### src/rtl/lel_pkg.sv
package lel_pkg;

    localparam int NUM_LINKS     = 2;
    localparam int NUM_LANES     = 2;
    localparam int STAT_PER_LINK = NUM_LANES + 1;
    localparam int STAT_W        = NUM_LINKS * STAT_PER_LINK;
    localparam int REG_AW        = 2;
    localparam int REG_DW        = 8;
    localparam int ADDR_STATUS   = 0;
    localparam int ADDR_CTRL     = 1;

    // Control register, bit 0 is crc_flood[0], bit 7 is tmr_long.
    typedef struct packed {
        logic                 tmr_long;
        logic                 prt_nfat;
        logic                 prt_fat;
        logic                 crc_nfat;
        logic                 crc_fat;
        logic                 prt_flood;
        logic [NUM_LINKS-1:0] crc_flood;
    } lel_ctrl_t;

    function automatic int crc_bit(int link, int lane);
        return link * STAT_PER_LINK + lane;
    endfunction

    function automatic int proto_bit(int link);
        return link * STAT_PER_LINK + NUM_LANES;
    endfunction

endpackage

### src/rtl/lel_ctl_timer.sv
module lel_ctl_timer #(
    parameter int TO_SHORT = 16,
    parameter int TO_LONG  = 64
) (
    input  logic clk,
    input  logic rst_cold,
    input  logic rst_link,
    input  logic rx_init_i,
    input  logic ctl_i,
    input  logic long_sel_i,
    output logic expire_o
);
    localparam int CW = $clog2(TO_LONG + 1);

    logic [CW-1:0] cnt_q;
    logic [CW-1:0] limit;
    logic          run;

    assign limit    = long_sel_i ? CW'(TO_LONG) : CW'(TO_SHORT);
    assign run      = rx_init_i & ~ctl_i;
    assign expire_o = run & (cnt_q == limit - CW'(1));

    always_ff @(posedge clk) begin
        if (rst_cold || rst_link || !run) begin
            cnt_q <= '0;
        end else if (cnt_q < limit) begin
            cnt_q <= cnt_q + CW'(1);
        end
    end

    // one expiry per low period, never on back-to-back edges
    p_single_fire_r5: assert property (@(posedge clk) disable iff (rst_cold)
        expire_o |=> !expire_o);

endmodule

### src/rtl/lel_link_log.sv
module lel_link_log #(
    parameter int NLANE = 2
) (
    input  logic             clk,
    input  logic             rst_cold,
    input  logic             rst_link,
    input  logic             ctl_i,
    input  logic [NLANE-1:0] crc_err_i,
    input  logic             proto_err_i,
    input  logic             proto_exempt_i,
    input  logic             tmo_i,
    input  logic             lock_en_i,
    input  logic [NLANE-1:0] clr_crc_i,
    input  logic             clr_proto_i,
    output logic [NLANE-1:0] crc_log_o,
    output logic             proto_log_o,
    output logic             lock_o
);
    logic [NLANE-1:0] crc_pend_q;
    logic [NLANE-1:0] crc_log_q;
    logic             proto_pend_q;
    logic             proto_log_q;
    logic             lock_q;
    logic             commit;

    // pending errors move into the log only while control is high
    assign commit = ctl_i & ~rst_link;

    always_ff @(posedge clk) begin
        if (rst_cold) begin
            crc_pend_q   <= '0;
            crc_log_q    <= '0;
            proto_pend_q <= 1'b0;
            proto_log_q  <= 1'b0;
            lock_q       <= 1'b0;
        end else begin
            crc_pend_q   <= rst_link ? '0
                          : ((crc_pend_q & {NLANE{~ctl_i}}) | crc_err_i);
            crc_log_q    <= (crc_log_q & ~clr_crc_i) | (crc_pend_q & {NLANE{commit}});
            proto_pend_q <= rst_link ? 1'b0
                          : ((proto_pend_q & ~ctl_i) | proto_err_i | proto_exempt_i);
            proto_log_q  <= (proto_log_q & ~clr_proto_i) | (proto_pend_q & commit) | tmo_i;
            lock_q       <= rst_link ? 1'b0
                          : (lock_q | (lock_en_i & (proto_err_i | tmo_i)));
        end
    end

    assign crc_log_o   = crc_log_q;
    assign proto_log_o = proto_log_q;
    assign lock_o      = lock_q;

    for (genvar g = 0; g < NLANE; g++) begin : g_lane_chk
        // a logged bit holds unless cleared
        p_crc_sticky_r2: assert property (@(posedge clk) disable iff (rst_cold)
            (crc_log_q[g] && !clr_crc_i[g]) |=> crc_log_q[g]);
        // a CRC bit cannot rise while control is low
        p_crc_defer_r3: assert property (@(posedge clk) disable iff (rst_cold)
            (!crc_log_q[g] && !ctl_i) |=> !crc_log_q[g]);
    end

    p_proto_sticky_r2: assert property (@(posedge clk) disable iff (rst_cold)
        (proto_log_q && !clr_proto_i) |=> proto_log_q);

    // protocol bit rises with control low only through a timeout
    p_proto_defer_r4: assert property (@(posedge clk) disable iff (rst_cold)
        (!proto_log_q && !ctl_i && !tmo_i) |=> !proto_log_q);

    // link reset empties the pending state
    p_drop_pend_r3: assert property (@(posedge clk) disable iff (rst_cold)
        rst_link |=> (crc_pend_q == '0) && !proto_pend_q);

    // the exempt kind never locks the receiver
    p_exempt_nolock_r7: assert property (@(posedge clk) disable iff (rst_cold)
        (proto_exempt_i && !proto_err_i && !tmo_i && !lock_q) |=> !lock_q);

endmodule

### src/rtl/lel_regs.sv
module lel_regs
    import lel_pkg::*;
(
    input  logic                 clk,
    input  logic                 rst_cold,
    input  logic                 wr_en_i,
    input  logic [REG_AW-1:0]    addr_i,
    input  logic [REG_DW-1:0]    wdata_i,
    input  logic [STAT_W-1:0]    status_i,
    output lel_ctrl_t            ctrl_o,
    output logic [STAT_W-1:0]    clr_o,
    output logic [REG_DW-1:0]    rdata_o
);
    lel_ctrl_t ctrl_q;
    logic      hit_status;
    logic      hit_ctrl;

    assign hit_status = (addr_i == REG_AW'(ADDR_STATUS));
    assign hit_ctrl   = (addr_i == REG_AW'(ADDR_CTRL));

    always_ff @(posedge clk) begin
        if (rst_cold) begin
            ctrl_q <= '0;
        end else if (wr_en_i && hit_ctrl) begin
            ctrl_q <= lel_ctrl_t'(wdata_i);
        end
    end

    assign clr_o  = (wr_en_i && hit_status) ? wdata_i[STAT_W-1:0] : '0;
    assign ctrl_o = ctrl_q;

    always_comb begin
        rdata_o = '0;
        if (hit_status) begin
            rdata_o = REG_DW'(status_i);
        end else if (hit_ctrl) begin
            rdata_o = ctrl_q;
        end
    end

    // control changes only on a write to its address
    p_ctrl_hold_r11: assert property (@(posedge clk) disable iff (rst_cold)
        !(wr_en_i && hit_ctrl) |=> $stable(ctrl_q));

endmodule

### src/rtl/link_err_log.sv
module link_err_log
    import lel_pkg::*;
#(
    parameter int TO_SHORT = 16,
    parameter int TO_LONG  = 64
) (
    input  logic                           clk,
    input  logic                           rst_cold_i,
    input  logic                           rst_link_i,
    input  logic [NUM_LINKS-1:0]           ctl_i,
    input  logic [NUM_LINKS*NUM_LANES-1:0] crc_err_i,
    input  logic [NUM_LINKS-1:0]           proto_err_i,
    input  logic [NUM_LINKS-1:0]           proto_exempt_i,
    input  logic [NUM_LINKS-1:0]           rx_init_i,
    input  logic [NUM_LINKS-1:0]           flood_det_i,
    input  logic [NUM_LINKS-1:0]           tx_active_i,
    input  logic                           reg_wr_i,
    input  logic [REG_AW-1:0]              reg_addr_i,
    input  logic [REG_DW-1:0]              reg_wdata_i,
    output logic [REG_DW-1:0]              reg_rdata_o,
    output logic [NUM_LINKS-1:0]           flood_o,
    output logic                           irq_fatal_o,
    output logic                           irq_nonfatal_o,
    output logic [NUM_LINKS-1:0]           rx_lock_o
);
    lel_ctrl_t                            ctrl;
    logic [STAT_W-1:0]                    status;
    logic [STAT_W-1:0]                    clr;
    logic [NUM_LINKS-1:0][NUM_LANES-1:0]  crc_log;
    logic [NUM_LINKS-1:0]                 proto_log;
    logic [NUM_LINKS-1:0]                 tmo;
    logic [NUM_LINKS-1:0]                 lock;
    logic [NUM_LINKS-1:0]                 crc_hit;
    logic [NUM_LINKS-1:0]                 flood_q;
    logic                                 relay;
    logic                                 trig;

    lel_regs u_regs (
        .clk      (clk),
        .rst_cold (rst_cold_i),
        .wr_en_i  (reg_wr_i),
        .addr_i   (reg_addr_i),
        .wdata_i  (reg_wdata_i),
        .status_i (status),
        .ctrl_o   (ctrl),
        .clr_o    (clr),
        .rdata_o  (reg_rdata_o)
    );

    for (genvar l = 0; l < NUM_LINKS; l++) begin : g_link
        lel_ctl_timer #(
            .TO_SHORT (TO_SHORT),
            .TO_LONG  (TO_LONG)
        ) u_timer (
            .clk        (clk),
            .rst_cold   (rst_cold_i),
            .rst_link   (rst_link_i),
            .rx_init_i  (rx_init_i[l]),
            .ctl_i      (ctl_i[l]),
            .long_sel_i (ctrl.tmr_long),
            .expire_o   (tmo[l])
        );

        lel_link_log #(
            .NLANE (NUM_LANES)
        ) u_log (
            .clk            (clk),
            .rst_cold       (rst_cold_i),
            .rst_link       (rst_link_i),
            .ctl_i          (ctl_i[l]),
            .crc_err_i      (crc_err_i[l*NUM_LANES +: NUM_LANES]),
            .proto_err_i    (proto_err_i[l]),
            .proto_exempt_i (proto_exempt_i[l]),
            .tmo_i          (tmo[l]),
            .lock_en_i      (ctrl.prt_flood),
            .clr_crc_i      (clr[crc_bit(l, 0) +: NUM_LANES]),
            .clr_proto_i    (clr[proto_bit(l)]),
            .crc_log_o      (crc_log[l]),
            .proto_log_o    (proto_log[l]),
            .lock_o         (lock[l])
        );

        assign crc_hit[l] = (|crc_log[l]) & ctrl.crc_flood[l];

        // lock and flood hold until link reset
        p_lock_hold_r10: assert property (@(posedge clk) disable iff (rst_cold_i)
            (rx_lock_o[l] && !rst_link_i) |=> rx_lock_o[l]);
        p_flood_hold_r10: assert property (@(posedge clk) disable iff (rst_cold_i)
            (flood_o[l] && !rst_link_i) |=> flood_o[l]);
        // relayed flood reaches every active transmitter
        p_relay_r8: assert property (@(posedge clk) disable iff (rst_cold_i)
            ((|(rx_init_i & flood_det_i)) && tx_active_i[l] && !rst_link_i) |=> flood_o[l]);
    end

    always_comb begin
        status = '0;
        for (int l = 0; l < NUM_LINKS; l++) begin
            status[crc_bit(l, 0) +: NUM_LANES] = crc_log[l];
            status[proto_bit(l)]               = proto_log[l];
        end
    end

    assign relay = |(rx_init_i & flood_det_i);
    assign trig  = (|crc_hit) | ((|proto_log) & ctrl.prt_flood) | relay;

    always_ff @(posedge clk) begin
        if (rst_cold_i || rst_link_i) begin
            flood_q <= '0;
        end else begin
            flood_q <= flood_q | ({NUM_LINKS{trig}} & tx_active_i);
        end
    end

    assign flood_o        = flood_q;
    assign rx_lock_o      = lock;
    assign irq_fatal_o    = ((|crc_log) & ctrl.crc_fat)  | ((|proto_log) & ctrl.prt_fat);
    assign irq_nonfatal_o = ((|crc_log) & ctrl.crc_nfat) | ((|proto_log) & ctrl.prt_nfat);

endmodule

### config.mk
export PLATFORM = sky130hd
export DESIGN_NAME = link_err_log
export DESIGN_NICKNAME = d
export VERILOG_FILES = /design/src/rtl/lel_pkg.sv /design/src/rtl/lel_ctl_timer.sv /design/src/rtl/lel_link_log.sv /design/src/rtl/lel_regs.sv /design/src/rtl/link_err_log.sv
export SDC_FILE = /design/constraint.sdc
export NUM_CORES = 1
export LEC_CHECK = 0
export CORE_ASPECT_RATIO = 1.1
export CORE_MARGIN = 3
export CORE_UTILIZATION = 52
export DETAILED_ROUTE_END_ITERATION = 10
export PLACE_DENSITY = 0.8
export RECOVER_POWER = 25
export SETUP_SLACK_MARGIN = 0.5
export SLEW_MARGIN = 20
export SYNTH_ARGS = -nofsm -noshare
export SYNTH_HDL_FRONTEND = slang
export SYNTH_SLANG_ARGS = --single-unit
### constraint.sdc
create_clock -name clk -period 2.3 [get_ports clk]
set_clock_uncertainty 0.05 [all_clocks]
set_input_delay 0.575 -clock clk [delete_from_list [all_inputs] [get_ports clk]]
set_output_delay 0.575 -clock clk [all_outputs]
set_load 0.01 [all_outputs]
==> summary.md, run 1 <==
| Metric | Value |
|---|---|
| Inserted Clock Buffers | `5` |
| Synthesized area per cell | `8.78 um2` |
| Max Cap Violations | `0` |
| Hold wc startpoint | `flood_o[0]` |
| TritonCTS clock tree | `done` |
| Area added between synthesis and finish | `32.8%` |
| Final number of setup-violating endpoints | `0` |
| Buffer cell driving the clock tree root | `clkbuf_4` |
| Starting density of the core | `56.6%` |
| Antenna Diode Count | `0` |
| Cell area after technology mapping | `1800 um2` |
| Buffer levels on the longest clock path | `2` |
| Internal reg-to-reg setup slack | `0.72 ns` |
| Largest incremental delay on the critical path | `roughly 0.54 ns` |
| Nets@finish | `299` |
| Power per Cell Area | `544 nW/um2` |
| Area share of the leading cell type in the synthesized netlist | `between 40 and 50%` |
| Via count of the first global-routing pass | `about 1600` |
| Count of synthesis-stage warnings from yosys | `0` |
| Clk Latency, worst-skew pair | `0.35 ns` |
| Detailed placer's ending HPWL | `3170 um` |
| Class of the most critical setup path | `flop to output pin` |
| Crit start category | `flop` |
| Worst path arrival time | `between 1.5 and 2 ns` |
| Via/cell ratio | `5.24` |
| Global route overflow | `0` |
| Standard cell core area | `around 3200 um2` |
| Cell area reported after detailed placement | `2310 um2` |
| Die area | `4200 um2` |
| Clock net sink count | `38` |
| Number of buffer and inverter stages on the critical path | `1` |
| Antenna Violating Nets Remaining | `0` |
| Remaining max-slew budget at the tightest pin | `56.0%` |
| Routability congestion estimate from global placement | `0.827` |
| Worst reg2reg path startpoint | `g_link[0].u_timer.cnt_q[4]` |
| Launching element of the worst setup path | `g_link[1].u_log.crc_log_o[0]` |
| CP top delay family | `simple AND/OR/NAND/NOR gates` |
| Count of different cell masters after synthesis | `30` |
| Total non-filler cell area in the finished layout | `~2400 um2` |
| Ratio of final minimum period to clock period | `95.2%` |
| Post-layout minimum cycle time | `2.19 ns` |
| Cell type with the highest aggregate area in the netlist | `dfxtp_1` |
| Master of the slowest instance on the critical path | `or4_4` |
| Syn_nets | `241` |
| Clock-pin transition on the worst setup and hold timing paths | `~0.12 ns` |
| Run status | `complete, no violations` |
| Antenna violations before repair | `0` |
| Wire length of the first global-routing pass | `7180 um` |
| Hold_buf cts | `0` |
| Final Hold Violating Endpoints | `0` |
| Count of flip-flops with a built-in enable after synthesis | `0` |
| Synthesized netlist cell count | `205` |
| Number of iterations in the first detailed-routing pass | `4` |
| 1st-iter DRT viols | `56` |
| Share of async-settable or async-resettable flops after synthesis | `0%` |
| Slew of the pin with the lowest slew margin | `0.660 ns` |
| Cell types with the largest area share after synthesis | `dfxtp_1 42%, nor2_1 9.8%, mux2i_1 8.9%` |
| Cell leakage power | `0.997 nW` |
| Achievable clock frequency | `456 MHz` |
| Share of final-layout standard cells stronger than drive strength 1 | `15.9%` |
| Worst VDD drop | `about 0.00059 V` |
| Port buffer count | `43` |
| List of cells traversed by the critical path | `or4_4 > a22o_1 > buf_2` |
| Critical path peak fanout | `2` |
| Top-level port count | `44` |
| Worst endpoint required time | `~1.7 ns` |
| Kind of path behind the tightest hold check | `flop to flop` |
| Final Max Slew Viols | `0` |
| Via Count | `approximately 1600` |
| Most used flip-flop cell after synthesis | `dfxtp_1` |
| Total length of routed wires | `4360 um` |
| Average wire per standard cell | `around 14 um` |
| Maximum number of pins on one net before global-route repair | `16` |
| Chip width | `62.1 um` |
| # DRC | `0` |
| Number of placement rows | `21` |
| Height of the die | `a little under 70 um` |
| Global router's overall resource usage | `between 20% and 30%` |
| Total negative setup slack | `0 ns` |
| FF+latch count, synth | `38` |
| RSZ-0062 raised after global routing | `true` |
| Type of element capturing the critical path | `output pin` |
| Htree depth | `2` |
| Post-synthesis sequential area ratio | `between 40 and 50%` |
registers in the layout (all words and copies together) (netlist names):
name,cells
g_link.u_timer.cnt_q,14
u_regs.ctrl_o,8
g_link.u_log.crc_log_o,4
g_link.u_log.crc_pend_q,4
flood_o,2
g_link.u_log.lock_o,2
g_link.u_log.proto_log_o,2
g_link.u_log.proto_pend_q,2
tightest hold or removal path, delay by kind of cell, from the launching register on:
kind            cells  cell delay, ns
compound gates      1            0.04
flops               1            0.34
simple gates        1            0.07
cell usage after synthesis (5+ instances only):
library cell	instances
a211oi_1	6
o21ai_0	5
nand2_1	14
a21oi_1	12
nor2_1	47
inv_1	7
a22oi_1	5
mux2i_1	16
dfxtp_1	38
ha_1	6
nand3_1	6
xnor2_1	12
what timing repair did:
item | 4_1_cts | 5_1_grt
endpoints found under the setup margin | 16 | 9
hold endpoints to repair | 0 | 0
pin swaps | 1 | 3
buffers inserted | 6 | 0
gates resized for setup | 59 | 4
cell usage in the layout, fill, tap and decap left out, types with 6 or more instances in the layout:
cell	instances
nand2_1	14
dfxtp_1	35
inv_1	6
clkdlybuf4s50_1	26
a211oi_1	6
nand3_1	6
clkbuf_4	6
a21oi_1	12
ha_1	6
xnor2_1	12
buf_4	7
nor2_1	47
buf_2	10
mux2i_1	16
per-layer routing:
metal / track usage [%] / vias to the layer above / wire length (um)
met1: 30.1 / 755 / 2020
met3: 6.31 / 8 / 236
met5: 0 / - / 0
met2: 36.0 / 36 / 2030
li1: - / 826 / -
met4: 9.28 / 0 / 73
logic make-up (layout without fill, tap and decap cells):
group	count (synthesis)	in the layout	synth area share (%)
buffers and inverters	14	73	3.69
AO/OA/AOI/OAI	34	34	12.4
multiplexers	16	16	8.90
XOR/XNOR	14	14	6.82
AND/OR/NAND/NOR	83	83	21.8
flip-flops	38	38	42.3
adder cells (fa/ha/maj)	6	6	4.17
worst paths after layout:
check	end	cells past startpoint
max	irq_fatal_o	3
min	flood_o[0]	2
max reg2reg	g_link[0].u_log.proto_log_o	6
min reg2reg	flood_o[0]	2
report_power, final:
group	switching, mW	internal [mW]	total (mW)	leakage, nW
registers	0.0111	0.672	0.684	0.310
clock network	0.232	0.225	0.457	0.0450
logic	0.0696	0.0885	0.158	0.642
total	0.313	0.986	1.30	0.997
layout make-up:
cell class	instances	area [um2]
multi-input cells	153	981
flip-flops and latches	38	767
clock inverters	3	40.0
well taps	46	57.6
inverters	7	26.3
fillers	263	791
repair buffers	58	479
clock buffers	5	37.5
through the flow:
stage | std cells | hold WS (ns) | setup WS, ns | total power [mW] | utilization (%)
2_1_floorplan | 205 | 0.395 | 0.544 | 0.765 | -
3_3_place_gp | 296 | 0.402 | -0.256 | 0.850 | 72.8
3_5_place_dp | 296 | 0.412 | -0.297 | 0.854 | 72.8
4_1_cts | 310 | 0.434 | 0.124 | 1.30 | 75.8
5_1_grt | 310 | 0.468 | 0.0715 | 1.35 | 75.1
6_report | 310 | 0.427 | 0.109 | 1.30 | 75.1
Note: power is estimated with default switching activity, not from simulation.
==> run 2, diff against run 1 <==
Settings changed: GPL_TIMING_DRIVEN from default to 0, PLACE_DENSITY 0.8 to 0.89.
==> summary.md, run 2 (synthesis gave the netlist of run 1 again) <==
| Metric | Value |
|---|---|
| Run status | `complete, no violations` |
| Remaining max-slew budget at the tightest pin | `52.7% (-3.3 points)` |
| Antenna violations before repair | `0 (unchanged)` |
| Length in cells of the worst reg-to-reg path | `6 (unchanged)` |
| Final number of setup-violating endpoints | `0 (unchanged)` |
| Crit start category | `flop` |
| Clock net sink count | `38 (unchanged)` |
| Inserted Clock Buffers | `5 (unchanged)` |
| Total instance count after detailed placement | `292 (-1.4%)` |
| Clock-pin transition on the worst setup and hold timing paths | `0.11 ns (about the same)` |
| Detailed placer's ending HPWL | `2970 um (-6.4%)` |
| Via count of the first global-routing pass | `1584 (-2.2%)` |
| Logic pwr share | `11.4% (-0.8 points)` |
| Total negative setup slack | `0 ns (unchanged)` |
| Portion of total power attributed to sequential cells | `52.7% (about the same)` |
| Maximum number of pins on one net before global-route repair | `12 (-4)` |
| Type of element capturing the critical path | `output pin` |
| Internal reg-to-reg setup slack | `0.67 ns (-0.05 ns)` |
| Wire length of the first global-routing pass | `6970 um (-2.9%)` |
| Height of the die | `67.7 um (unchanged)` |
| Nets@finish | `292 (-2.3%)` |
| Antenna Diode Count | `0 (unchanged)` |
| Total non-filler cell area in the finished layout | `2350 um2 (-1.6%)` |
| Die area | `4200 um2 (unchanged)` |
| Hold wc startpoint | `flood_o[0]` |
| Worst VDD drop | `0.000554 V (-6.4%)` |
| List of cells traversed by the critical path | `or4_4 > a22o_1 > buf_2` |
| Clk Latency, worst-skew pair | `0.35 ns (about the same)` |
| Worst Hold Depth | `2 (unchanged)` |
| Port buffer count | `41 (-4.7%)` |
| Htree depth | `2 (unchanged)` |
| Post-route worst setup slack | `0.136 ns (+0.0268 ns)` |
| Biggest register | `g_link.u_timer.cnt_q` |
| Kind of path behind the tightest hold check | `flop to flop` |
| Cell area reported after detailed placement | `2270 um2 (-2.1%)` |
| Max Cap Violations | `0 (unchanged)` |
| Routability congestion estimate from global placement | `0.813 (-1.7%)` |
| Number of placement rows | `21 (unchanged)` |
| Largest incremental delay on the critical path | `0.53 ns (about the same)` |
| # DRC | `0 (unchanged)` |
| Buffer levels on the longest clock path | `2 (unchanged)` |
| Cell leakage power | `0.975 nW (-2.2%)` |
| Relative contribution of the clock network to total power | `35.9% (+0.7 points)` |
| Ratio of final minimum period to clock period | `94.1% (-1.2 points)` |
| Chip width | `62.1 um (unchanged)` |
| Global router's overall resource usage | `22.7% (-0.48 points)` |
| Number of iterations in the first detailed-routing pass | `4 (unchanged)` |
| Total length of routed wires | `4220 um (-3.1%)` |
| Slew of the pin with the lowest slew margin | `0.708 ns (+0.0476 ns)` |
| Final core utilization | `73.9% (-1.2 points)` |
| Master of the slowest instance on the critical path | `or4_4` |
| Antenna Violating Nets Remaining | `0 (unchanged)` |
| Global route overflow | `0 (unchanged)` |
| WHS | `0.430 ns (+0.00299 ns)` |
| Final cell count without fillers | `302 (-2.6%)` |
| Power per Cell Area | `552 nW/um2 (+1.4%)` |
| Commonest cells after routing, fill and taps aside | `47 x nor2_1, 25 x dfxtp_1, 25 x clkdlybuf4s50_1` |
| Worst endpoint required time | `1.67 ns (about the same)` |
| TritonCTS clock tree | `done` |
| Via/cell ratio | `5.32 (+1.4%)` |
| Commonest non-fill, non-tap cell in the layout | `nor2_1` |
| Total Power Consumption | `1.30 mW (-0.23%)` |
| Via Count | `1606 (-1.2%)` |
| Top-level port count | `44 (unchanged)` |
| Net switching power of the design | `0.289 mW (-7.6%)` |
| Critical path peak fanout | `2 (unchanged)` |
| Buffer cell driving the clock tree root | `clkbuf_4` |
| Final-layout fill cell count | `243 (-7.6%)` |
| Share of final-layout standard cells stronger than drive strength 1 | `18.0% (+2.1 points)` |
| Post-layout minimum cycle time | `2.16 ns (-0.0268 ns)` |
| Reg2reg end | `g_link[0].u_log.proto_log_o` |
| RSZ-0062 raised after global routing | `true` |
| Internal power consumption | `1.01 mW (+2.1%)` |
| Worst reg2reg path startpoint | `g_link[0].u_timer.cnt_q[4]` |
| Hold endpoint | `flood_o[0]` |
| Final Max Slew Viols | `0 (unchanged)` |
| Starting density of the core | `56.6% (unchanged)` |
| Average wire per standard cell | `14.0 um (-0.58%)` |
| Class of the most critical setup path | `flop to output pin` |
| Minimum setup slack after placement | `0.0924 ns (+0.389 ns)` |
| Sw frac | `22.3% (-1.8 points)` |
| 1st-iter DRT viols | `66 (+18%)` |
| Max FFs per register | `14 (unchanged)` |
| Hold_buf cts | `0 (unchanged)` |
| Standard cell core area | `3180 um2 (unchanged)` |
| Worst path arrival time | `1.54 ns (-0.03 ns)` |
| Achievable clock frequency | `462 MHz (+1.2%)` |
| Final Hold Violating Endpoints | `0 (unchanged)` |
| Area added between synthesis and finish | `30.6%` |
==> run 2: cell count changes in the layout (fill, tap and decap cells not counted), moves of 2 or more <==
cell / change
clkinv_2: -2
clkbuf_2: +3
buf_2: -3
buf_6: -3
clkbuf_1: -2
dfxtp_1: -10
dfxtp_2: +9
==> run 2: cell type report <==
cell class	instances	area [um2]	area share, %
plain buffers	7	48.8	2.08
clock buffers	6	51.3	2.18
clock inverters	1	30.0	1.28
inverters	7	26.3	1.12
multi-input cells	153	976	41.5
flip-flops and latches	38	782	33.3
well taps	46	57.6	2.45
repair buffers	44	378	16.1
==> run 2: critical path: cells and delay by family, from the launching register on <==
| family | cells | cell delay, ns |
|---|---|---|
| buffers and inverters | 1 | 0.13 |
| and+or+nand+nor | 1 | 0.53 |
| DFF | 1 | 0.35 |
| AOI/OAI and AO/OA | 1 | 0.18 |
==> run 2: power by group through the flow <==
| stage | registers, mW | clock network [mW] | logic (mW) |
|---|---|---|---|
| floorplan | 0.697 | 0 | 0.0685 |
| global placement | 0.699 | 0 | 0.141 |
| detailed placement | 0.699 | 0 | 0.144 |
| CTS | 0.684 | 0.473 | 0.148 |
| global route | 0.686 | 0.497 | 0.162 |
| finish | 0.683 | 0.466 | 0.147 |
==> run 2: per-layer routing <==
metal / part of all wire [%] / global-route usage, %
met3: 6.3 / 6.69
met4: 2.7 / 10.9
met5: 0 / 0
met1: 45 / 28.6
met2: 46 / 35.0
==> run 2: worst max-delay path by stage <==
stage / start / end / slack [ns] / cells after the start
2_1_floorplan: reg_addr_i[0] / reg_rdata_o[7] / 0.54 / 2
3_3_place_gp: reg_addr_i[0] / reg_rdata_o[7] / 0.1 / 3
3_5_place_dp: reg_addr_i[0] / reg_rdata_o[1] / 0.09 / 4
4_1_cts: g_link[1].u_log.crc_log_o[0] / irq_fatal_o / 0.13 / 3
5_1_grt: g_link[1].u_log.crc_log_o[0] / irq_fatal_o / 0.07 / 3
6_report: g_link[1].u_log.crc_log_o[0] / irq_nonfatal_o / 0.14 / 3
==> run 2: timing repair <==
action | 4_1_cts | 5_1_grt
buffers inserted | 2 | 1
setup endpoints to repair | 15 | 9
resized for setup | 52 | 11
hold endpoints to repair | 0 | 0
